**src/rtl/mac_pkg.sv**
```systemverilog
// Package: shared types for the multiply-accumulate unit.
// Assumes: the consumer decodes one accumulator operation per cycle.
package mac_pkg;

    // Operation applied to the accumulator in a given cycle.
    typedef enum logic [1:0] {
        ACC_HOLD = 2'd0,
        ACC_LOAD = 2'd1,
        ACC_ADD  = 2'd2,
        ACC_SUB  = 2'd3
    } acc_op_e;

    // Maps the valid strobe and the two controls to one operation.
    function automatic acc_op_e mac_decode(input logic vld, input logic ld, input logic sb);
        if (!vld)
            return ACC_HOLD;
        else if (ld)
            return ACC_LOAD;
        else if (sb)
            return ACC_SUB;
        else
            return ACC_ADD;
    endfunction

endpackage

```
**src/rtl/mac_pipe_reg.sv**
```systemverilog
// Module: one pipeline stage that carries a valid strobe and a data bundle.
// Assumes: the data only matters while its valid bit is set. The data is
// still cleared on reset so that the pipeline starts from a known state.
module mac_pipe_reg #(
    parameter int W = 8
) (
    input  logic         clk,
    input  logic         rst_n,
    input  logic         d_v,
    input  logic [W-1:0] d,
    output logic         q_v,
    output logic [W-1:0] q
);

    // Register the strobe and the bundle together.
    always_ff @(posedge clk) begin
        if (!rst_n) begin
            q_v <= 1'b0;
            q   <= '0;
        end else begin
            q_v <= d_v;
            q   <= d;
        end
    end

endmodule

```
**src/rtl/mac_accum.sv**
```systemverilog
// Module: the accumulator register with load, add and subtract feedback, and
// a sticky wrap flag.
// Assumes: ACC_W + 1 > P_W. The product arrives with its own controls
// already aligned to it.
module mac_accum
    import mac_pkg::*;
#(
    parameter int P_W   = 36,
    parameter int ACC_W = 44
) (
    input  logic             clk,
    input  logic             rst_n,
    input  logic             in_v,
    input  logic [P_W-1:0]   prod,
    input  logic             ld,
    input  logic             sb,
    output logic             acc_v,
    output logic [ACC_W-1:0] acc,
    output logic             ovf
);

    localparam int EXT_W = ACC_W + 1;

    acc_op_e          op_c;
    logic [EXT_W-1:0] p_ext_c;
    logic [EXT_W-1:0] a_ext_c;
    logic [EXT_W-1:0] nxt_c;
    logic             wrap_c;

    // Decode the operation and form the result one bit wider than the total.
    always_comb begin
        op_c    = mac_decode(in_v, ld, sb);
        p_ext_c = {{(EXT_W-P_W){prod[P_W-1]}}, prod};
        a_ext_c = {acc[ACC_W-1], acc};
        nxt_c   = (op_c == ACC_SUB) ? (a_ext_c - p_ext_c) : (a_ext_c + p_ext_c);
        wrap_c  = nxt_c[EXT_W-1] ^ nxt_c[EXT_W-2];
    end

    // Update the running total and the sticky flag.
    always_ff @(posedge clk) begin
        if (!rst_n) begin
            acc   <= '0;
            ovf   <= 1'b0;
            acc_v <= 1'b0;
        end else begin
            acc_v <= in_v;
            case (op_c)
                ACC_LOAD: acc <= p_ext_c[ACC_W-1:0];
                ACC_ADD, ACC_SUB: begin
                    acc <= nxt_c[ACC_W-1:0];
                    ovf <= ovf | wrap_c;
                end
                default: acc <= acc;
            endcase
        end
    end

endmodule

```
**src/rtl/mac_round_sat.sv**
```systemverilog
// Module: half-up rounding at a run-time bit position, clamping to the output
// width, and the output register.
// Assumes: 2**SHIFT_W <= ACC_W and round_pos stays steady while results are
// in flight.
module mac_round_sat #(
    parameter int ACC_W   = 44,
    parameter int OUT_W   = 18,
    parameter int SHIFT_W = 5
) (
    input  logic               clk,
    input  logic               rst_n,
    input  logic               in_v,
    input  logic [ACC_W-1:0]   acc,
    input  logic               ovf,
    input  logic [SHIFT_W-1:0] round_pos,
    output logic               out_v,
    output logic [OUT_W-1:0]   out_d,
    output logic               out_ovf
);

    localparam int          EXT_W   = ACC_W + 1;
    localparam logic [OUT_W-1:0] SAT_MAX = {1'b0, {(OUT_W-1){1'b1}}};
    localparam logic [OUT_W-1:0] SAT_MIN = {1'b1, {(OUT_W-1){1'b0}}};

    logic signed [EXT_W-1:0] ext_c;
    logic signed [EXT_W-1:0] half_c;
    logic signed [EXT_W-1:0] sum_c;
    logic signed [EXT_W-1:0] shr_c;
    logic [EXT_W-OUT_W:0]    top_c;
    logic                    fits_c;
    logic [OUT_W-1:0]        sat_c;

    // Add half of one output step, shift arithmetically, then clamp.
    always_comb begin
        ext_c  = {acc[ACC_W-1], acc};
        half_c = (round_pos == '0) ? '0 : (EXT_W'(1) << (round_pos - SHIFT_W'(1)));
        sum_c  = ext_c + half_c;
        shr_c  = sum_c >>> round_pos;
        top_c  = shr_c[EXT_W-1:OUT_W-1];
        fits_c = (&top_c) | ~(|top_c);
        sat_c  = fits_c ? shr_c[OUT_W-1:0] : (shr_c[EXT_W-1] ? SAT_MIN : SAT_MAX);
    end

    // Register the result, its strobe and the flag aligned with it.
    always_ff @(posedge clk) begin
        if (!rst_n) begin
            out_v   <= 1'b0;
            out_d   <= '0;
            out_ovf <= 1'b0;
        end else begin
            out_v   <= in_v;
            out_ovf <= ovf;
            if (in_v)
                out_d <= sat_c;
        end
    end

endmodule

```
**src/rtl/mac_unit.sv**
```systemverilog
// Module: top of the signed multiply-accumulate unit. It contains the optional
// operand register, the multiplier, the optional product register, the
// accumulator and the round/saturate output stage.
// Assumes: IN_REG and PIPE_REG are 0 or 1, ACC_W > A_W + B_W, and
// 2**SHIFT_W <= ACC_W.
module mac_unit #(
    parameter int A_W      = 18,
    parameter int B_W      = 18,
    parameter int ACC_W    = 44,
    parameter int OUT_W    = 18,
    parameter int SHIFT_W  = 5,
    parameter int IN_REG   = 1,
    parameter int PIPE_REG = 1
) (
    input  logic               clk,
    input  logic               rst_n,
    input  logic               in_valid,
    input  logic [A_W-1:0]     in_a,
    input  logic [B_W-1:0]     in_b,
    input  logic               in_load,
    input  logic               in_sub,
    input  logic [SHIFT_W-1:0] round_pos,
    output logic               out_valid,
    output logic [OUT_W-1:0]   out_data,
    output logic               acc_ovf
);

    localparam int P_W  = A_W + B_W;
    localparam int S1_W = A_W + B_W + 2;
    localparam int S2_W = P_W + 2;
    localparam int LAT  = IN_REG + PIPE_REG + 2;

    logic                    op_v;
    logic [S1_W-1:0]         op_bus;
    logic [A_W-1:0]          op_a;
    logic [B_W-1:0]          op_b;
    logic                    op_load;
    logic                    op_sub;
    logic signed [P_W-1:0]   mul_c;
    logic                    pr_v;
    logic [S2_W-1:0]         pr_bus;
    logic [P_W-1:0]          pr_prod;
    logic                    pr_load;
    logic                    pr_sub;
    logic                    ac_v;
    logic [ACC_W-1:0]        ac_val;
    logic                    ac_ovf;

    // Operand stage: registered or passed straight through.
    if (IN_REG != 0) begin : g_in_reg
        mac_pipe_reg #(.W(S1_W)) u_in_reg (
            .clk   (clk),
            .rst_n (rst_n),
            .d_v   (in_valid),
            .d     ({in_load, in_sub, in_a, in_b}),
            .q_v   (op_v),
            .q     (op_bus)
        );
    end else begin : g_in_wire
        assign op_v   = in_valid;
        assign op_bus = {in_load, in_sub, in_a, in_b};
    end

    assign {op_load, op_sub, op_a, op_b} = op_bus;

    // Signed product of the aligned operands.
    assign mul_c = $signed(op_a) * $signed(op_b);

    // Product stage: registered or passed straight through.
    if (PIPE_REG != 0) begin : g_pipe_reg
        mac_pipe_reg #(.W(S2_W)) u_pipe_reg (
            .clk   (clk),
            .rst_n (rst_n),
            .d_v   (op_v),
            .d     ({op_load, op_sub, mul_c}),
            .q_v   (pr_v),
            .q     (pr_bus)
        );
    end else begin : g_pipe_wire
        assign pr_v   = op_v;
        assign pr_bus = {op_load, op_sub, mul_c};
    end

    assign {pr_load, pr_sub, pr_prod} = pr_bus;

    mac_accum #(
        .P_W   (P_W),
        .ACC_W (ACC_W)
    ) u_accum (
        .clk   (clk),
        .rst_n (rst_n),
        .in_v  (pr_v),
        .prod  (pr_prod),
        .ld    (pr_load),
        .sb    (pr_sub),
        .acc_v (ac_v),
        .acc   (ac_val),
        .ovf   (ac_ovf)
    );

    mac_round_sat #(
        .ACC_W   (ACC_W),
        .OUT_W   (OUT_W),
        .SHIFT_W (SHIFT_W)
    ) u_round_sat (
        .clk       (clk),
        .rst_n     (rst_n),
        .in_v      (ac_v),
        .acc       (ac_val),
        .ovf       (ac_ovf),
        .round_pos (round_pos),
        .out_v     (out_valid),
        .out_d     (out_data),
        .out_ovf   (acc_ovf)
    );

endmodule

```
**config.mk**
```make
export PLATFORM = sky130hd
export DESIGN_NAME = mac_unit
export DESIGN_NICKNAME = d
export VERILOG_FILES = /design/src/rtl/mac_pkg.sv /design/src/rtl/mac_pipe_reg.sv /design/src/rtl/mac_accum.sv /design/src/rtl/mac_round_sat.sv /design/src/rtl/mac_unit.sv
export SDC_FILE = /design/constraint.sdc
export NUM_CORES = 2
export LEC_CHECK = 0
export BUFFER_PORTS_ARGS = -buffer_cell sky130_fd_sc_hd__buf_2
export CAP_MARGIN = 25
export CORE_MARGIN = 2
export CORE_UTILIZATION = 60
export CTS_BUF_LIST = sky130_fd_sc_hd__clkbuf_8
export DETAILED_ROUTE_END_ITERATION = 16
export PLACE_DENSITY = 0.88
export SYNTH_ARGS = -nofsm -noshare
export SYNTH_HDL_FRONTEND = slang
export SYNTH_HIERARCHICAL = 1
export SYNTH_SLANG_ARGS = --single-unit
```
**constraint.sdc**
```tcl
create_clock -name clk -period 6.4 [get_ports clk]
set_clock_uncertainty 0.05 [all_clocks]
set_input_delay 0.96 -clock clk [delete_from_list [all_inputs] [get_ports clk]]
set_output_delay 0.96 -clock clk [all_outputs]
set_load 0.1 [all_outputs]
```
# Word level (Yosys, flattened, before mapping)
# Index checks and enable logic that the tools add are counted.
[totals]
regBits = 144
input_bits = 46
output_inout_bits = 20
wordCells = 37
[classes]
add_sub_neg = 4
multipliers = 1
n_eq_ne = 3
n_shift = 2
n_mux = 8
n_bitwise = 4
reduce_logical = 5
[op_table]
columns = ["operator", "count"]
rows = [
  ["2-to-1 mux 45 bit", 2],
  ["one-hot mux 44 bit (2 select lines)", 1],
  ["adder 44 x 36 -> 45 bit", 1],
  ["adder 44 x 45 -> 45 bit", 1],
  ["<< shifter 1 x 5 -> 45 bit (first input constant)", 1],
  [">>> shifter 45 x 5 -> 45 bit", 1],
  ["subtractor 44 x 36 -> 45 bit", 1],
  ["multiplier 18 x 18 -> 36 bit", 1],
  ["2-to-1 mux 18 bit", 2],
  ["AND reduction 28 bit", 1],
  ["OR reduction 28 bit", 1],
  ["zero test 5 bit", 1],
  ["subtractor 5 x 1 -> 5 bit (second input constant)", 1],
  ["== test 2 bit (second input constant)", 2],
  ["2-to-1 mux 2 bit", 2],
  ["== test 2 x 1 -> 1 bit (second input constant)", 1],
  ["OR 1 bit", 2],
  ["nonzero test 2 bit", 1],
  ["OR reduction 2 bit", 1],
  ["2-to-1 mux 1 bit", 1],
  ["NOT 1 bit", 1],
  ["XOR 1 bit", 1],
]

# Depth between registers and ports, before layout
[logic_depth]
ltp_word = 9
ltp_mapped = 26
mapped_depth_nobuf = 24

# Modules after synthesis
# Netlist, hierarchy kept.
[modules_own_cells]
columns = ["mod", "instances", "cells_per_inst", "area_per_inst_um2", "seq_area_each_um2"]
rows = [
  ["mac_unit", 1, 1342, 12150.4, 0.0],
  ["mac_round_sat", 1, 1167, 7827.5, 400.4],
  ["mac_accum", 1, 700, 5226.3, 920.9],
  ["mac_pipe_reg", 2, 82, 1057.3, 780.7],
]

# Least setup slack after synthesis
# Ideal clock, no wire load.
[synth_path]
path_type = "in2reg"
start = "in round_pos[4]"
end = "reg u_round_sat.out_d[12]"
setup_time_ns = 0.087
arrival_ns = 6.465
t_required_ns = 6.263
path_slack_ns = -0.202
path_stages = 23
path_buffers = 6
path_cell_list = "clkbuf_1 clkbuf_1 clkbuf_1 buf_1 nor3_1 ha_1 fa_1 a211oi_1 o211ai_1 and2_1 o211ai_1 and3_1 buf_2 xnor2_1 nor2_1 a211o_1 a221o_1 or4b_1 a2111o_1 a211oi_4 nor2_2 buf_6 o31ai_1"
[synth_via]
elab_chain_cells = 9
elab_cells_between_ends = 12
cone_classes = "add/sub: 2; shift: 2; mux: 3; bitwise: 2; reduce/logical: 3"
[synth_rtl]
columns = ["item", "line_no", "text"]
rows = [
  ["start: declaration", "mac_unit.sv:22", "input logic [SHIFT_W-1:0] round_pos,"],
  ["subtractor 5 x 1 -> 5 bit", "mac_round_sat.sv:36", "half_c = (round_pos == '0) ? '0 : (EXT_W'(1) << (round_pos - SHIFT_W'(1)));"],
  ["<< shifter 1 x 5 -> 45 bit", "mac_round_sat.sv:36", ""],
  ["2-to-1 mux 45 bit", "mac_round_sat.sv:36", ""],
  ["adder 44 x 45 -> 45 bit", "mac_round_sat.sv:37", "sum_c = ext_c + half_c;"],
  [">>> shifter 45 x 5 -> 45 bit (*)", "mac_round_sat.sv:38", "shr_c = sum_c >>> round_pos;"],
  ["OR reduction 28 bit", "mac_round_sat.sv:40", "fits_c = (&top_c) | ~(|top_c);"],
  ["NOT 1 bit", "mac_round_sat.sv:40", ""],
  ["OR 1 bit", "mac_round_sat.sv:40", ""],
  ["2-to-1 mux 18 bit (*)", "mac_round_sat.sv:41", "sat_c = fits_c ? shr_c[OUT_W-1:0] : (shr_c[EXT_W-1] ? SAT_MIN : SAT_MAX);"],
  ["end signal: assignment", "mac_round_sat.sv:54", "out_d <= sat_c;"],
  ["end: declaration", "mac_round_sat.sv:17", "output logic [OUT_W-1:0] out_d,"],
]
# Mark *: on every way between the ends. The rest lies on a longest branch, timed or not.
# A chain may end at the register's enable or synchronous reset.

# Worst setup path after layout
[layout_path]
start = "reg g_in_reg.u_in_reg.q[8]"
end = "reg g_pipe_reg.u_pipe_reg.q[35]"
[layout_via]
elab_chain_cells = 1
[layout_rtl]
columns = ["item", "line_no", "text"]
rows = [
  ["start: declaration", "mac_pipe_reg.sv:12", "output logic [W-1:0] q"],
  ["start signal: assignment", "mac_pipe_reg.sv:19", "q <= '0;"],
  ["start signal: assignment", "mac_pipe_reg.sv:22", "q <= d;"],
  ["multiplier 18 x 18 -> 36 bit", "mac_unit.sv:67", "assign mul_c = $signed(op_a) * $signed(op_b);"],
  ["via mul_c[35]", "mac_unit.sv:39", "logic signed [P_W-1:0] mul_c;"],
  ["end signal: assignment", "mac_pipe_reg.sv:19", ""],
  ["end signal: assignment", "mac_pipe_reg.sv:22", ""],
  ["end: declaration", "mac_pipe_reg.sv:12", ""],
]
# The timed path passes the listed nets, and every way through them passes these cells.

==> results.ini <==
[grt]
overflow=0
grt_pass1_vias=27332
grt.total_usage_pct=37.3
grt.met2_usage_pct=60.8
grtUsageMet1_pct=46.8
antenna_found_initial=1
met3_usage_pct=7.25
grt_first_pass_wirelength_um=140000
grt_max_degree=101
busiest_layer=met2

[logic_synthesis]
syn_inst=3373
yosysMostFrequentCell=inv_1
ys_async_sr_fraction_pct=0
synth_cell_types=123
synth_edf_count=0
synth_seq_cells=144
synth_top_area_share_pct=24.3
synth_common_cells=inv_1, nand2_1, fa_1
synth_area_leaders=fa_1, dfxtp_1, ha_1
synth_top_area_cell=fa_1
netlist_area_um2=27300
syn_avg_cell_area_um2=8.10
synthFlopType=dfxtp_1
synth_seq_area_share_pct=10.6
yosys_warnings=6
synth_fp_nets=3920

[place]
gp_congestion=1.04
post-place-cells=4159
dp_slack_ns=-0.112
hpwl_um=67900
placed_area_um2=29900
io_buffers=65

[power]
power_density_nw_per_um2=215
leakage_uw=0.0142
irDropWorstVdd_mv=0.296

[drt]
viasPerCell=6.44
drt_iter0_drc=3143
vias=27038
drc_errors=0
ant_nets=0
drt-wirelength-per-cell_um=20.8
routed_wl_um=87500
first_pass_iters=9

[sta]
period_minus_slack_ns=6.25
whs_ns=0.391
finalMaxSlewViolations=0
finalHoldViolCount=0
setup_viol=0
finalWorstSetupSlack_ns=0.146
fin_tns_setup_ns=0
period_share_pct=97.7
max_slew_margin_pct=29.7
tightest_slew_ns=1.04
max_freq_mhz=160

[final_layout]
final_area_um2=30500
nNetsFinal=4130
instances_no_fill=4197
fill_cells=3414
drive_above_1_share_pct=15.1
area_growth_pct=11.6

[clocking]
clk_latency_ns=0.55
clk_pin_slew_ns=0.10
clockBufferDepth=2
cts_max_level=4
cts-root-buf=clkbuf_8
cts_sinks=144
numCtsBuffers=17
cts_tree=yes

[worst_setup_path]
reg2reg_to=g_pipe_reg.u_pipe_reg/q[35]$_SDFF_PN0_
reg2reg_from=g_in_reg.u_in_reg/q[8]$_SDFF_PN0_
crit_slowest_cell=dfxtp_2
end_kind=flip-flop
crit_family=adder cells
critical_path.cell_chain=buf_4 -> and2_1 -> fa_1 -> fa_1 -> inv_1 -> fa_1 -> inv_1 -> fa_1 -> fa_1 -> inv_1 -> fa_1 -> inv_1 -> ha_1 -> a21o_1 -> a21oi_1 -> o21bai_1 -> a221oi_2 -> o21a_2 -> o211ai_2 -> a2111o_1 -> o211ai_1 -> and2_1
worst_setup_path_start_kind=flip-flop
critPathKind=flip-flop to flip-flop
cp_common_cell=fa_1
reg2reg_depth=22
cp_max_fo=11
r2r_slack_ns=0.15
critPathBufInv=5
cp_data_arrival_time_ns=6.69
cp_slowest_stage_delay_ns=0.52
critPathRequiredTime_ns=6.83

[min_path]
holdPathStages=1
hold_class=flip-flop to flip-flop
holdCritStartpoint=g_in_reg.u_in_reg/q_v$_SDFF_PN0_
hold_path_end=g_pipe_reg.u_pipe_reg/q_v$_SDFF_PN0_

[floorplanning]
core_um2=45200
start_util_pct=60.5
fp.dieW_um=217
dieArea_um2=47300
fp.dieH_um=217
io_pins=66
num_rows=78

[run]
cap_viol_max_count=0

[outcome]
outcome=finished, final reports clean

-- layer usage --
layer | up-vias | routed length (um) | part of all wire [%]
met5 | - | 0 | 0
met3 | 490 | 8890 | 10
met4 | 0 | 5260 | 6.0
met2 | 1773 | 40600 | 46
li1 | 11935 | - | -
met1 | 12840 | 32700 | 37
-- placed cells by master, fill, tap and decap left out, types with 19 or more instances in the layout --
cell type	n
xnor2_1	87
nor2b_1	34
buf_2	64
fa_1	329
xor2_1	46
o21ai_1	23
o21a_1	27
a211oi_1	33
o211a_1	21
dfxtp_1	108
a31oi_1	23
dfxtp_2	24
o31ai_1	34
inv_1	400
nand3_1	60
a21oi_1	208
a21o_1	38
o21ai_0	129
and2_1	257
nand2_1	346
nand4_1	46
nor3_1	65
mux2i_1	63
o211ai_1	42
nor2_1	197
ha_1	168
nand2b_1	20
and3_1	19
buf_4	301
-- logic make-up (layout without fill, tap and decap cells) --
logic type / Yosys count / count (layout) / synth area share (%)
buf+inv: 580 / 803 / 8.33
fa+ha+maj: 501 / 501 / 32.0
compound gates: 779 / 779 / 19.6
simple gates: 1148 / 1148 / 21.5
xor+xnor: 136 / 136 / 4.47
other cells: 1 / 2 / 0.0137
flops: 144 / 144 / 10.6
mux: 84 / 84 / 3.54
-- where the power goes --
part / internal (uW) / switching [uW] / total, uW
clock network: 404 / 455 / 860
logic: 1890 / 2590 / 4480
registers: 1020 / 196 / 1220
total: 3310 / 3250 / 6560
-- worst max-delay path by stage --
| stage | start | to | slack, ns | cells after the start |
|---|---|---|---|---|
| final | g_in_reg.u_in_reg/q[8]$_SDFF_PN0_ | g_pipe_reg.u_pipe_reg/q[35]$_SDFF_PN0_ | 0.15 | 22 |
| after global routing | g_in_reg.u_in_reg/q[19]$_SDFF_PN0_ | g_pipe_reg.u_pipe_reg/q[34]$_SDFF_PN0_ | -0.04 | 22 |
| after CTS | g_in_reg.u_in_reg/q[7]$_SDFF_PN0_ | g_pipe_reg.u_pipe_reg/q[34]$_SDFF_PN0_ | 0.009 | 22 |
| after detailed placement | g_in_reg.u_in_reg/q[5]$_SDFF_PN0_ | g_pipe_reg.u_pipe_reg/q[35]$_SDFF_PN0_ | -0.11 | 22 |
| after global placement | round_pos[2] | u_round_sat/out_d[1]$_SDFFE_PN0P_ | 0.11 | 22 |
| after floorplan | round_pos[4] | u_round_sat/out_d[12]$_SDFFE_PN0P_ | 0.08 | 23 |
-- cell type report --
cell class                      instances  area [um^2]  area share (%)
Antenna cell                            1         2.50         0.00821
Clock buffer                           17          234           0.768
Clock inverter                         15          210           0.690
Inverter                              405         1520            4.99
Multi-Input combinational cell       2649        22200            72.8
Sequential cell                       144         2960            9.70
Tap cell                              600          751            2.46
Timing Repair Buffer                  366         2600            8.53
-- metrics by stage --
stage	util (%)	total power, uW
finish	67.5	6560
global route	67.5	7060
CTS	67.1	6400
detailed placement	66.1	5500
global placement	66.1	5250
floorplan	-	4390
-- sequential cells by signal, summed over array words and instances (netlist names) --
register and cells:
g_in_reg.u_in_reg/q 38, g_in_reg.u_in_reg/q_v 1, g_pipe_reg.u_pipe_reg/q 38, g_pipe_reg.u_pipe_reg/q_v 1, u_accum/acc 44, u_accum/acc_v 1
u_accum/ovf 1, u_round_sat/out_d 18, u_round_sat/out_ovf 1, u_round_sat/out_v 1
-- timing repair --
item / 4_1_cts / 5_1_grt
pin swaps: 0 / 3
hold buffers: 0 / 0
setup buffers: 0 / 5
endpoints found under the setup margin: 4 / 13
gates resized for setup: 6 / 52
(Power assumes the default switching activity.)
